<file path="config.mk">
export PLATFORM = sky130hd
export DESIGN_NAME = mont_mul_skip
export DESIGN_NICKNAME = d
export VERILOG_FILES = /design/src/rtl/mm_pkg.sv /design/src/rtl/mm_csa.sv /design/src/rtl/mm_opsel.sv /design/src/rtl/mm_lookahead.sv /design/src/rtl/mont_mul_skip.sv
export SDC_FILE = /design/constraint.sdc
export NUM_CORES = 1
export LEC_CHECK = 0
export BUFFER_PORTS_ARGS = -buffer_cell sky130_fd_sc_hd__buf_2
export CAP_MARGIN = 20
export CORE_MARGIN = 5
export CORE_UTILIZATION = 54
export CTS_CLUSTER_SIZE = 30
export DETAILED_ROUTE_END_ITERATION = 6
export GPL_TIMING_DRIVEN = 0
export PLACE_DENSITY = 0.77
export RECOVER_POWER = 50
export REMOVE_ABC_BUFFERS = 1
export SKIP_CTS_REPAIR_TIMING = 1
export SLEW_MARGIN = 20
export SYNTH_ARGS = -nofsm -noshare
export SYNTH_HDL_FRONTEND = slang
export SYNTH_SLANG_ARGS = --single-unit
</file>
<file path="constraint.sdc">
create_clock -name clk -period 2.9 [get_ports clk]
set_input_delay 0.145 -clock clk [delete_from_list [all_inputs] [get_ports clk]]
set_output_delay 0.145 -clock clk [all_outputs]
set_load 0.01 [all_outputs]
</file>
<file path="src/rtl/mm_pkg.sv">
package mm_pkg;
  typedef enum logic [1:0] {
    ST_IDLE = 2'd0,
    ST_PRE  = 2'd1,
    ST_LOOP = 2'd2,
    ST_CONV = 2'd3
  } mm_state_t;

  function automatic logic maj3(input logic x, input logic y, input logic z);
    return (x & y) | (x & z) | (y & z);
  endfunction

  function automatic logic par3(input logic x, input logic y, input logic z);
    return x ^ y ^ z;
  endfunction
endpackage

</file>
<file path="src/rtl/mm_csa.sv">
module mm_csa #(
  parameter int W = 18
) (
  input  logic [W-1:0] x,
  input  logic [W-1:0] y,
  input  logic [W-1:0] z,
  output logic [W:0]   sum_o,
  output logic [W:0]   cry_o
);
  import mm_pkg::*;
  logic [W-1:0] maj_w;
  logic [W-1:0] par_w;

  for (genvar g = 0; g < W; g++) begin : g_bit
    assign par_w[g] = par3(x[g], y[g], z[g]);
    assign maj_w[g] = maj3(x[g], y[g], z[g]);
  end

  assign sum_o = {1'b0, par_w};
  assign cry_o = {maj_w, 1'b0};
endmodule

</file>
<file path="src/rtl/mm_opsel.sv">
module mm_opsel #(
  parameter int W = 18
) (
  input  logic         a_bit,
  input  logic         q_bit,
  input  logic [W-1:0] b_val,
  input  logic [W-1:0] n_val,
  input  logic [W-1:0] d_val,
  output logic [W-1:0] x_o
);
  always_comb begin
    unique case ({a_bit, q_bit})
      2'b00:   x_o = '0;
      2'b01:   x_o = n_val;
      2'b10:   x_o = b_val;
      default: x_o = d_val;
    endcase
  end
endmodule

</file>
<file path="src/rtl/mm_lookahead.sv">
module mm_lookahead (
  input  logic [2:0] s_lo,
  input  logic [2:0] c_lo,
  input  logic       a_n1,
  input  logic       a_n2,
  input  logic       b_lsb,
  input  logic       room,
  output logic       skip_o,
  output logic       q_next_o,
  output logic       a_next_o
);
  logic q_one;
  logic q_two;

  assign q_one    = s_lo[1] ^ c_lo[1] ^ (a_n1 & b_lsb);
  assign q_two    = s_lo[2] ^ c_lo[2] ^ (a_n2 & b_lsb);
  assign skip_o   = room & ~a_n1 & ~s_lo[1] & ~c_lo[1];
  assign q_next_o = skip_o ? q_two : q_one;
  assign a_next_o = skip_o ? a_n2 : a_n1;
endmodule

</file>
<file path="src/rtl/mont_mul_skip.sv">
module mont_mul_skip #(
  parameter int K    = 16,
  parameter int ITER = K + 2
) (
  input  logic         clk,
  input  logic         rst_n,
  input  logic         start,
  input  logic [K-1:0] a_in,
  input  logic [K:0]   b_in,
  input  logic [K-1:0] n_in,
  output logic         busy,
  output logic         done,
  output logic [K:0]   result
);
  import mm_pkg::*;
  localparam int W  = K + 2;
  localparam int IW = $clog2(ITER + 3) + 1;

  mm_state_t    st_q;
  logic [K-1:0] a_op;
  logic [W-1:0] b_op, n_op, d_q, s_q, c_q;
  logic         abit_q, qbit_q;
  logic [IW-1:0] idx_q;

  logic [W-1:0] x_w;
  logic [W:0]   s1_w, c1_w;
  logic         skip_w, q_next_w, a_next_w;
  logic         c_zero_w, room_w, loop_end_w;
  logic [IW-1:0] idx_next_w;

  function automatic logic abit_at(input logic [K-1:0] a, input logic [IW-1:0] j);
    return (int'(j) < K) ? a[j[$clog2(K+1)-1:0]] : 1'b0;
  endfunction

  mm_opsel #(.W(W)) i_opsel (
    .a_bit(abit_q), .q_bit(qbit_q), .b_val(b_op), .n_val(n_op),
    .d_val(d_q), .x_o(x_w)
  );

  mm_csa #(.W(W)) i_csa (
    .x(s_q), .y(c_q), .z(x_w), .sum_o(s1_w), .cry_o(c1_w)
  );

  assign room_w = (int'(idx_q) + 1) < ITER;

  mm_lookahead i_look (
    .s_lo(s1_w[2:0]), .c_lo(c1_w[2:0]),
    .a_n1(abit_at(a_op, idx_q + IW'(1))),
    .a_n2(abit_at(a_op, idx_q + IW'(2))),
    .b_lsb(b_op[0]), .room(room_w),
    .skip_o(skip_w), .q_next_o(q_next_w), .a_next_o(a_next_w)
  );

  assign c_zero_w   = (c_q == '0);
  assign idx_next_w = skip_w ? idx_q + IW'(2) : idx_q + IW'(1);
  assign loop_end_w = int'(idx_next_w) >= ITER;
  assign busy       = (st_q != ST_IDLE);

  always_ff @(posedge clk or negedge rst_n) begin
    if (!rst_n) begin
      st_q   <= ST_IDLE;
      a_op   <= '0;
      b_op   <= '0;
      n_op   <= '0;
      d_q    <= '0;
      s_q    <= '0;
      c_q    <= '0;
      abit_q <= 1'b0;
      qbit_q <= 1'b0;
      idx_q  <= '0;
      done   <= 1'b0;
      result <= '0;
    end else begin
      done <= 1'b0;
      unique case (st_q)
        ST_IDLE: if (start) begin
          a_op   <= a_in;
          b_op   <= W'(b_in);
          n_op   <= W'(n_in);
          s_q    <= W'(b_in);
          c_q    <= W'(n_in);
          abit_q <= 1'b0;
          qbit_q <= 1'b0;
          st_q   <= ST_PRE;
        end
        ST_PRE: begin
          if (c_zero_w) begin
            d_q    <= s_q;
            s_q    <= '0;
            c_q    <= '0;
            abit_q <= a_op[0];
            qbit_q <= a_op[0] & b_op[0];
            idx_q  <= '0;
            st_q   <= ST_LOOP;
          end else begin
            s_q <= s1_w[W-1:0];
            c_q <= c1_w[W-1:0];
          end
        end
        ST_LOOP: begin
          if (skip_w) begin
            s_q <= W'(s1_w[W:2]);
            c_q <= W'(c1_w[W:2]);
          end else begin
            s_q <= s1_w[W:1];
            c_q <= c1_w[W:1];
          end
          idx_q <= idx_next_w;
          if (loop_end_w) begin
            abit_q <= 1'b0;
            qbit_q <= 1'b0;
            st_q   <= ST_CONV;
          end else begin
            abit_q <= a_next_w;
            qbit_q <= q_next_w;
          end
        end
        default: begin
          if (c_zero_w) begin
            result <= s_q[K:0];
            done   <= 1'b1;
            st_q   <= ST_IDLE;
          end else begin
            s_q <= s1_w[W-1:0];
            c_q <= c1_w[W-1:0];
          end
        end
      endcase
    end
  end

  AST_DONE_PULSE: assert property (@(posedge clk) disable iff (!rst_n)
    done |=> !done);
  AST_RESULT_HELD: assert property (@(posedge clk) disable iff (!rst_n)
    !done |-> $stable(result));
  AST_EVEN_SUM: assert property (@(posedge clk) disable iff (!rst_n)
    (st_q == ST_LOOP) |-> ((s_q[0] ^ c_q[0] ^ x_w[0]) == 1'b0));
  AST_BUSY_OPS_HELD: assert property (@(posedge clk) disable iff (!rst_n)
    (busy && start) |=> $stable(a_op) && $stable(b_op) && $stable(n_op));
  AST_PRESUM_HELD: assert property (@(posedge clk) disable iff (!rst_n)
    (st_q == ST_LOOP && $past(st_q) == ST_LOOP) |-> $stable(d_q));
  AST_CONV_ZERO_CARRY: assert property (@(posedge clk) disable iff (!rst_n)
    $rose(done) |-> ($past(st_q) == ST_CONV) && $past(c_zero_w));
  AST_ZERO_ADD_ONLY: assert property (@(posedge clk) disable iff (!rst_n)
    (st_q == ST_LOOP && skip_w) |-> !abit_at(a_op, idx_q + IW'(1)));
endmodule

</file>
# Word level (Yosys, flattened, before mapping)
# Cells that the tools add are included.
dict set report classes {
  reduce_logical 15
  magnitude_cmp 6
  div_mod_pow 0
  shifts 0
  muxes 36
  eq_ne 8
  multipliers 0
  bitwise_logic 140
  add_sub_neg 3
}
# operator count
set ops {}
lappend ops {{$pmux W18 S3} 3}
lappend ops {{$mux W18} 7}
lappend ops {{$and A1 B1 Y1} 60}
lappend ops {{$xor A1 B1 Y1} 40}
lappend ops {{$or A1 B1 Y1} 36}
lappend ops {{$logic_not A18 Y1} 1}
lappend ops {{$mux W17} 1}
lappend ops {{$mux W1} 13}
lappend ops {{$lt A6 B5 Y1 const B} 2}
lappend ops {{$mux W6} 2}
lappend ops {{$pmux W6 S2} 1}
lappend ops {{$lt A5 B5 Y1 const B} 2}
lappend ops {{$reduce_and A2 Y1} 5}
lappend ops {{$bmux W1 S4} 2}
lappend ops {{$mux W2} 4}
lappend ops {{$add A6 B1 Y7 const B} 1}
lappend ops {{$lt A7 B5 Y1 const B} 1}
lappend ops {{$add A6 B1 Y6 const B} 1}
lappend ops {{$add A6 B2 Y6 const B} 1}
lappend ops {{$ge A6 B5 Y1 const B} 1}
lappend ops {{$ne A2 B2 Y1 const B} 3}
lappend ops {{$pmux W1 S3} 2}
lappend ops {{$pmux W2 S3} 1}
lappend ops {{$reduce_bool A3 Y1} 2}
lappend ops {{9 further kinds} 16}
dict set report word_totals {
  memories 0
  ff_bits 131
  latchBits 0
  mem_bits_ro 0
  mem_bits_rw 0
  output_inout_bits 19
  wordCells 220
  input_bits 52
}

# Depth between registers and ports, before layout
# Gate-level depths: netlist (run 1).
dict set report logic_depth {
  depth_word 12
  depth_mapped 13
  mapped_depth_nobuf 10
}

# Modules after synthesis
# Synthesis (run 1) repeated with hierarchy kept, for this count alone.
dict set report unflattened {
  cells_unflattened 671
  area_unflattened_um2 7657.3
}
# module seq_area_each_um2 instances area_per_inst_um2 cells_per_inst
set modules_own_cells {}
lappend modules_own_cells {mont_mul_skip 3278.1 1 6731.5 597}
lappend modules_own_cells {mm_opsel 0.0 1 474.2 43}
lappend modules_own_cells {mm_csa 0.0 1 379.1 21}
lappend modules_own_cells {mm_lookahead 0.0 1 72.6 10}

# Least setup slack after synthesis (run 1)
# OpenSTA, ideal clock, no wires.
dict set report synth_path {
  path_kind {register to register}
  start {register abit_q}
  end {register st_q[1]}
  setup_time_ns 0.125
  path_stages_with_launch 12
  t_arrival_ns 3.023
  setup_slack_ns -0.248
  synth_period_minus_slack_ns 3.148
  required_ns 2.775
  path_buffers 1
  path_cell_list {dfrtp_1 > clkbuf_1 > mux2_2 > a22o_1 > fa_1 > nor2_1 > o221a_2 > nand2_2 > or3_4 > a41oi_2 > nor2_1 > mux2_4}
}
dict set report synth_via {
  elab_chain_len 11
  word_cells_on_any_way 17
  classes_between {order compare: 1; eq/ne: 3; mux: 2; bitwise: 9; reduce/logical: 2}
}
# item line_no
set synth_rtl {}
lappend synth_rtl {{from (decl)} mont_mul_skip.sv:22} ;# logic abit_q, qbit_q;
lappend synth_rtl {{from (signal assigned)} mont_mul_skip.sv:91} ;# abit_q <= a_op[0];
lappend synth_rtl {{from (signal assigned)} mont_mul_skip.sv:114} ;# abit_q <= a_next_w;
lappend synth_rtl {{$eq A2 B2 Y1 (tied with other cells)} mm_opsel.sv:12} ;# unique case ({a_bit, q_bit})
lappend synth_rtl {{$pmux W18 S3 *} mm_opsel.sv:12}
lappend synth_rtl {{$and A1 B1 Y1} mm_pkg.sv:10} ;# return (x & y) | (x & z) | (y & z);
lappend synth_rtl {{$or A1 B1 Y1 (2 in a row)} mm_pkg.sv:10}
lappend synth_rtl {{$not A1 Y1} mm_lookahead.sv:17} ;# assign skip_o = room & ~a_n1 & ~s_lo[1] & ~c_lo[1];
lappend synth_rtl {{$and A1 B1 Y1 *} mm_lookahead.sv:17}
lappend synth_rtl {{$mux W6 *} mont_mul_skip.sv:55} ;# assign idx_next_w = skip_w ? idx_q + IW'(2) : idx_q + IW'(1);
lappend synth_rtl {{$ge A6 B5 Y1 *} mont_mul_skip.sv:56} ;# assign loop_end_w = int'(idx_next_w) >= ITER;
lappend synth_rtl {{$ne A2 B2 Y1 (no line) *} n/a}
lappend synth_rtl {{$reduce_and A4 Y1 (no line) *} n/a}
lappend synth_rtl {{to (signal assigned)} mont_mul_skip.sv:61} ;# st_q <= ST_IDLE;
lappend synth_rtl {{to (signal assigned)} mont_mul_skip.sv:84} ;# st_q <= ST_PRE;
lappend synth_rtl {{to (signal assigned)} mont_mul_skip.sv:94} ;# st_q <= ST_LOOP;
lappend synth_rtl {{to (decl)} mont_mul_skip.sv:19} ;# mm_state_t st_q;
# Every way passes the cells marked *; elsewhere a longest branch is shown, timed or not.
# A chain may end at the register's enable or synchronous reset.

# Final worst setup path (run 1)
dict set report layout_path {
  start {register abit_q}
  end {register st_q[0]}
}
# Same word-level chain as after synthesis.

==> impl_metrics.ini, run 1 <==
[min_path]
holdCritPathClass = primary input to flip-flop
hp-start = n_in[0]

[critical_path]
worstSetupPathType = flip-flop to flip-flop
r2r_cells = 11
cp-end-kind = flip-flop
rrSetupSlack_ns = -0.22
endpoint = st_q[0]
crit_arrival_ns = 3.44
crit_path_start = abit_q
regToRegEndpoint = st_q[0]
worstPathMaxFanout = 6
worst_ep_required_time_ns = 3.22
regToRegStartpoint = abit_q
startpoint_type = flip-flop

[route]
viasPerCell = 6.341
drt_iter0_markers = 721
wirelength_um = 21420
vias = 6373
ant_nets = 0
drt-pass1-iter-count = 7
wire_per_inst_um = 21.31
drc = 0

[sta]
slew_headroom_pct = -16.90
fin_tns_setup_ns = -2.439
clock_skew_ns = 0.008707
setup_ws_ns = -0.2225
whs_ns = -0.01375
post-route-period-util_pct = 107.7
finalSetupViolations = 29
rsz0062_at_grt = true
hold_viol = 1
drv_slew = 32
finalCriticalPeriod_ns = 3.122
fmax_mhz = 320.3
worst_pin_slew_ns = 1.753

[synth]
yosysTopAreaCellShare_pct = 44.23
synth-seq-area-share_pct = 44.23
synth_area_per_cell_um2 = 10.74
synth_commonest_cells = dfrtp_1, mux2_2, nand2_1
yosysUniqueCellTypes = 65
synth_area_leaders = dfrtp_1, mux2_2, fa_1, nand2_1, a32oi_1
ys.flop_type = dfrtp_1
ys_async_sr_fraction_pct = 100.0
netlist_area_um2 = 7411
syn_inst = 690
yosysMostFrequentCell = dfrtp_1
synth-seq-cells = 131
synth_edf_count = 0
yosysTopAreaCell = dfrtp_1
yosysWarningCount = 0

[clock_tree]
clkSinkCount = 131
cts.clk_slew.worst_paths_ns = 0.06
htree_levels = 4
cts_buffers = 17
cts_root_buf = clkbuf_16
clk_latency_ns = 0.43
cts_buffer_depth = 2
cts_tree = built

[global_route]
antenna_found_initial = 0
grt.overflow.total = 0
grt_max_degree = 102
grt_first_pass_wirelength_um = 30710
grt_usage_pct = 23.76
first_global_vias = 6146

[die]
initial_core_util_pct = 55.52
die_w_um = 127.2
rows = 42
num_io_pins = 71
core_um2 = 13350
fp.dieH_um = 127.2
die_area_um2 = 16170

[layout]
n_antenna_cell = 0
n_fill_cell = 887
regArea_um2 = 3292
multi_input_area_um2 = 4066
synthToLayoutAreaGrowth_pct = 27.82
drive_above_1_share_pct = 36.19
fin_nets = 892
fin_area_um2 = 9473

[job]
maxCapViolations = 1

[pwr]
powerDensity_nw_per_um2 = 1354
p_leak_nw = 4.165
totalPowerFinal_mw = 12.82
vdd_drop_max_uv = 659.8

[outcome]
status = complete, but fails checks
violations = hold timing, capacitance limit, slew limit, setup timing

[place]
gp_congestion = 0.9163
placed_area_um2 = 7916
place_hpwl_um = 11840
io_buffer_count = 70
pre_cts_slack_ns = -1.379
critical path, stage by stage (launching register included):
cell,delay [ns]
dfrtp_4,0.53
mux2_4,0.32
a22o_1,0.20
fa_2,0.48
nor2_2,0.15
o221a_4,0.24
nand2_4,0.08
o21ai_1,0.31
a41oi_4,0.19
buf_4,0.18
buf_4,0.12
o41ai_1,0.23
how the worst min path moves through the flow:
stage	end	slack, ns	depth (start not counted)
after CTS	result[13]	-0.42	1
after global placement	a_op[6]	0.38	2
after detailed placement	result[13]	0.02	1
after global routing	b_op[13]	0.002	2
after floorplan	a_op[0]	-0.15	0
final	n_op[0]	-0.01	2
final cells by class:
type | count | share of cell area, %
timing repair buffer | 151 | 12.48
multi-input combinational | 480 | 42.93
clock inverter | 3 | 0.4227
clock buffer | 29 | 5.706
tap | 176 | 2.325
inverter | 35 | 1.387
sequential | 131 | 34.75
per-stage QoR:
stage / hold WS (ns) / std cells / util (%)
finish: -0.01375 / 1005 / 70.97
global route: 0.001969 / 1005 / 70.97
CTS: -0.4249 / 927 / 63.66
detailed placement: 0.02170 / 895 / 59.31
global placement: 0.3777 / 888 / 58.04
floorplan: -0.1506 / 642 / -
flip-flops by register name (all words and copies together), names as in the netlist:
register	cells
a_op	16
abit_q	1
b_op	17
c_q	18
d_q	18
done	1
idx_q	6
n_op	16
qbit_q	1
result	17
s_q	18
st_q	2
report_power, final:
| part | internal (mW) | switching, mW |
|---|---|---|
| combinational | 3.32 | 4.19 |
| sequential | 2.60 | 0.624 |
| clock | 1.34 | 0.753 |
| total | 7.26 | 5.56 |
layout by cell type (no fill, tap or decap), drive strengths merged, types with 5 or more instances in the layout:
cell	instances
o21ai	45
ha	6
mux2i	10
nor2	40
nand3	14
mux2	102
mux4	6
a32oi	29
fa	18
buf	102
inv	35
a21oi	36
dfrtp	131
clkbuf	32
nand2	76
dlygate4sd3	46
a22o	5
a22oi	20
nand2b	6
per-layer routing:
layer  vias to the layer above  global-route usage, %  wire, um
met2                       412                  38.01     10330
met5                         -                      0         0
met3                        84                  5.551      2014
met1                      3142                  31.81      8391
li1                       2735                      -         -
met4                         0                  8.833       682
cell families after synthesis:
| kind of cell | after synthesis | share of synthesized area, % |
|---|---|---|
| AO/OA/AOI/OAI | 161 | 14.89 |
| multiplexers | 118 | 18.77 |
| flip-flops | 131 | 44.23 |
| buffers and inverters | 83 | 4.930 |
| XOR/XNOR | 8 | 1.148 |
| adder cells (fa/ha/maj) | 24 | 5.875 |
| AND/OR/NAND/NOR | 165 | 10.15 |
(Power assumes the default switching activity.)
==> run 2: changes to the inputs <==
Settings changed: RECOVER_POWER 50 to 100.
==> impl_metrics.ini, run 2 (synthesis gave the netlist of run 1 again) <==
[outcome]
status = complete, but fails checks
violations = DRC, hold timing, capacitance limit, slew limit, setup timing

[global_route]
grt.overflow.total = 0
antenna_found_initial = 0
first_global_vias = 6146
grt_first_pass_wirelength_um = 30710
grt_max_degree = 102
grt_usage_pct = 23.76

[critical_path]
crit_path_cell_trace = mux2_4 > a22o_1 > fa_2 > nor2_2 > o221a_4 > nand2_4 > or3_4 > a41oi_4 > nor2_2 > mux2_4
crit_path_top_delay_cell = dfrtp_4
startpoint_type = flip-flop
worstPathMaxFanout = 6
crit_path_start = abit_q
crit_family = compound AO/OA/AOI/OAI gates
r2r_cells = 10
worst_ep_required_time_ns = 3.21
regToRegEndpoint = st_q[1]
cpPeakStageDelay_ns = 0.53
crit_arrival_ns = 3.41
regToRegStartpoint = abit_q
rrSetupSlack_ns = -0.21
crit_buf_inv = 0
cp-end-kind = flip-flop
worstSetupPathType = flip-flop to flip-flop

[route]
viasPerCell = 6.268
drt_iter0_markers = 729
wirelength_um = 21470
vias = 6299
drc = 5
ant_nets = 0
drt-pass1-iter-count = 7
wire_per_inst_um = 21.36

[layout]
fin_nets = 892
fin_area_um2 = 9444
drive_above_1_share_pct = 33.78
synthToLayoutAreaGrowth_pct = 27.44
n_antenna_cell = 0
final_cell_mix = dfrtp_1, mux2_2, nand2_1
top_regs = c_q: 18 flops, d_q: 18 flops, s_q: 18 flops
layout_commonest_cell = dfrtp_1

[pwr]
powerDensity_nw_per_um2 = 1355
p_leak_nw = 4.092
vdd_drop_max_uv = 662.8
totalPowerFinal_mw = 12.79

[place]
place_hpwl_um = 11840
placed_area_um2 = 7916
gp_congestion = 0.9163
pre_cts_slack_ns = -1.379
io_buffer_count = 70

[min_path]
min_to = n_op[0]
hp-start = n_in[0]
hold_depth = 2
holdCritPathClass = primary input to flip-flop

[die]
num_io_pins = 71
initial_core_util_pct = 55.52
die_w_um = 127.2
rows = 42
die_area_um2 = 16170
fp.dieH_um = 127.2
core_um2 = 13350

[clock_tree]
cts_buffer_depth = 2
clkSinkCount = 131
cts_tree = built
cts_root_buf = clkbuf_16
cts.clk_slew.worst_paths_ns = 0.06
clk_latency_ns = 0.43
htree_levels = 4
cts_buffers = 17

[sta]
whs_ns = -0.01525
post-route-period-util_pct = 107.1
clock_skew_ns = 0.008578
drv_slew = 32
rsz0062_at_grt = true
slew_headroom_pct = -15.36
fmax_mhz = 321.9
hold_viol = 1
worst_pin_slew_ns = 1.730
finalSetupViolations = 30
finalCriticalPeriod_ns = 3.107
setup_ws_ns = -0.2066

[job]
maxCapViolations = 1
[run 2: per-layer routing]
layer	GRT usage, %	up-vias	share of wire [%]
met5	0	-	0
met4	8.833	0	3.2
met3	5.551	76	9.1
met2	38.01	380	48
met1	31.81	3101	40
li1	-	2742	-
[run 2: how the worst max path moves through the flow]
stage | end | slack, ns | depth (start not counted)
finish | st_q[1] | -0.21 | 10
global route | st_q[1] | -0.26 | 10
CTS | s_q[15] | -1.40 | 10
detailed placement | s_q[15] | -1.38 | 10
global placement | idx_q[3] | -2.69 | 10
floorplan | idx_q[3] | -0.94 | 10
[run 2: stage by stage]
step / utilization (%) / TNS (ns) / cells
detailed placement: 59.31 / -50.21 / 895
floorplan: - / -43.65 / 642
CTS: 63.66 / -51.34 / 927
global placement: 58.04 / -184.65 / 888
global route: 70.75 / -5.241 / 1005
finish: 70.75 / -2.355 / 1005
[run 2: report_power, final]
part           switching, mW  internal, mW  total, mW
sequential             0.627          2.60       3.22
combinational           4.18          3.29       7.47
clock                  0.761          1.34       2.10
total                   5.57          7.22       12.8
[run 2: cell type report]
| class | count | area [um2] |
|---|---|---|
| Clock buffer | 29 | 540.5 |
| Clock inverter | 3 | 40.04 |
| Multi-Input combinational cell | 480 | 4059 |
| Tap cell | 176 | 220.2 |
| Timing Repair Buffer | 151 | 1161 |
| Sequential cell | 131 | 3292 |
| Inverter | 35 | 131.4 |
| Fill cell | 897 | 3904 |
==> run 3: changes to the inputs <==
Settings changed: ABC_AREA set to 1, PLACE_DENSITY 0.77 to 0.76.
==> impl_metrics.ini, run 3 <==
[outcome]
status = complete, but fails checks
violations = DRC, hold timing, setup timing

[route]
drt_iter0_markers = 1097
ant_nets = 0
drc = 6
wire_per_inst_um = 19.39
drt-pass1-iter-count = 7
vias = 7793
viasPerCell = 5.999
wirelength_um = 25190

[clock_tree]
cts_tree = built
clkSinkCount = 131
cts.clk_slew.worst_paths_ns = 0.06
clk_latency_ns = 0.44
cts_buffer_depth = 2
htree_levels = 4
cts_root_buf = clkbuf_16
cts_buffers = 17

[synth]
ys.flop_type = dfrtp_1
yosysWarningCount = 0
synth_edf_count = 0
synth-seq-cells = 131
ys_async_sr_fraction_pct = 100.0
synth-seq-area-share_pct = 42.36
synth_commonest_cells = nand2_1, dfrtp_1, o21ai_0
synth_area_leaders = dfrtp_1, nand2_1, o21ai_0, nand3_1, inv_1
synth_area_per_cell_um2 = 7.632
netlist_area_um2 = 7739
yosysTopAreaCellShare_pct = 42.36
yosysTopAreaCell = dfrtp_1
yosysUniqueCellTypes = 40
syn_inst = 1014
yosysMostFrequentCell = nand2_1

[global_route]
grt_first_pass_wirelength_um = 34020
grt_max_degree = 78
first_global_vias = 6786
antenna_found_initial = 0
grt.overflow.total = 0
grt_usage_pct = 25.54

[pwr]
vdd_drop_max_uv = 682.3
totalPowerFinal_mw = 13.92
p_leak_nw = 4.763
powerDensity_nw_per_um2 = 1414

[place]
gp_congestion = 0.8691
io_buffer_count = 70
place_hpwl_um = 12830
dp.cells = 1209

[die]
num_io_pins = 71
fp.dieH_um = 129.7
die_area_um2 = 16820
core_um2 = 13990
initial_core_util_pct = 55.32
rows = 43
die_w_um = 129.7

[critical_path]
startpoint_type = flip-flop
worst_ep_required_time_ns = 3.22
cpPeakStageDelay_ns = 0.56
worstPathMaxFanout = 6
crit_path_cell_trace = nand2_8 > clkinvlp_4 > nand2_1 > nand3_1 > fa_1 > nor2_1 > inv_1 > nor2_1 > nand2_1 > nor2_4 > buf_12 > nand2_8 > nand2_4 > nand2_4 > nand3_2 > nand2_2 > nand2_2 > nand2_4 > nand2_2 > o21ai_1
crit_path_top_delay_cell = dfrtp_4
crit_arrival_ns = 3.42
cp-end-kind = flip-flop
rrSetupSlack_ns = -0.21
worstSetupPathType = flip-flop to flip-flop

[layout]
final_cell_mix = nand2_1, dfrtp_1, inv_1
finalNonFillerCells = 1299
n_antenna_cell = 0
drive_above_1_share_pct = 22.61
synthToLayoutAreaGrowth_pct = 27.23
layout_commonest_cell = nand2_1
fin_nets = 1183
top_regs = c_q: 18 flops, d_q: 18 flops, s_q: 18 flops

[sta]
hold_viol = 12
worst_pin_slew_ns = 1.394
setup_ws_ns = -0.2063
slew_headroom_pct = 7.072
rsz0062_at_grt = true
clock_skew_ns = 0.01506
fmax_mhz = 321.9
finalSetupViolations = 38
finalCriticalPeriod_ns = 3.106
drv_slew = 0
whs_ns = -0.02725
post-route-period-util_pct = 107.1

[min_path]
holdCritPathClass = primary input to flip-flop

[job]
maxCapViolations = 0
[run 3: cell count changes in the layout (fill, tap and decap cells not counted), sizes merged, moves of 10 or more]
| cell | before | now |
|---|---|---|
| nand2 | 76 | 278 |
| o22ai | 0 | 29 |
| inv | 35 | 110 |
| mux2i | 10 | 0 |
| o21ai | 45 | 147 |
| nor2 | 40 | 63 |
| dlygate4sd3 | 46 | 14 |
| mux2 | 102 | 3 |
| nand3 | 14 | 94 |
| a32oi | 29 | 0 |
| a22oi | 20 | 0 |
[run 3: through the flow]
step	setup WS [ns]	hold WS, ns	area, um2	TNS, ns	utilization, %
floorplan	-0.2036	-0.1506	7457	-5.298	-
global placement	-1.524	0.3898	8033	-123.16	57.42
detailed placement	-1.549	0.09458	8133	-74.74	58.14
CTS	-1.647	-0.3553	8768	-79.35	62.68
global route	-0.3685	0.006599	9846	-10.72	70.38
finish	-0.2063	-0.02725	9846	-3.635	70.38
[run 3: area by class of cell]
cell class | instances | area [um2]
Inverter | 116 | 489.2
Timing Repair Buffer | 123 | 875.8
Clock inverter | 9 | 151.4
Fill cell | 1073 | 4143
Multi-Input combinational cell | 712 | 4249
Clock buffer | 22 | 484.2
Tap cell | 180 | 225.2
Sequential cell | 131 | 3289
Timing Repair inverter | 6 | 81.33
[run 3: path summary, 6_finish.rpt]
path,start,end,cells after the start
hold reg to reg,result[13],result[13],2
min in group asynchronous,rst_n,a_op[15],2
max in group asynchronous,rst_n,result[10],3
hold / removal,a_in[3],a_op[3],3
setup / recovery,abit_q,st_q[1],20
setup reg to reg,abit_q,st_q[1],20
[run 3: power breakdown]
part	switching [mW]	leakage (nW)	total, mW	internal [mW]
clock network	0.808	0.312	2.33	1.52
logic	5.62	2.79	8.61	2.99
registers	0.464	1.66	2.98	2.52
[run 3: kinds of logic after synthesis]
kind of cell               share of synthesized area [%]
and+or+nand+nor                                    24.04
AOI/OAI and AO/OA                                  17.25
buffers and inverters                              9.361
DFF                                                42.36
adders and majority gates                          5.627
xor gates and xnor gates                          0.9216
muxes                                             0.4365
[run 3: critical path, delay by kind of cell (launching register included)]
| kind | cells | cell delay (ns) |
|---|---|---|
| adders and majority gates | 1 | 0.48 |
| buffers and inverters | 3 | 0.37 |
| AOI/OAI and AO/OA | 1 | 0.08 |
| and+or+nand+nor | 15 | 1.50 |
| DFF | 1 | 0.56 |
[run 3: per-layer routing]
layer / global-route usage (%) / share of wire, % / up-vias
met4: 8.435 / 4.3 / 2
met3: 5.772 / 11 / 113
met1: 35.15 / 39 / 3661
li1: - / - / 3513
met2: 40.40 / 46 / 504
met5: 0 / 0.13 / -
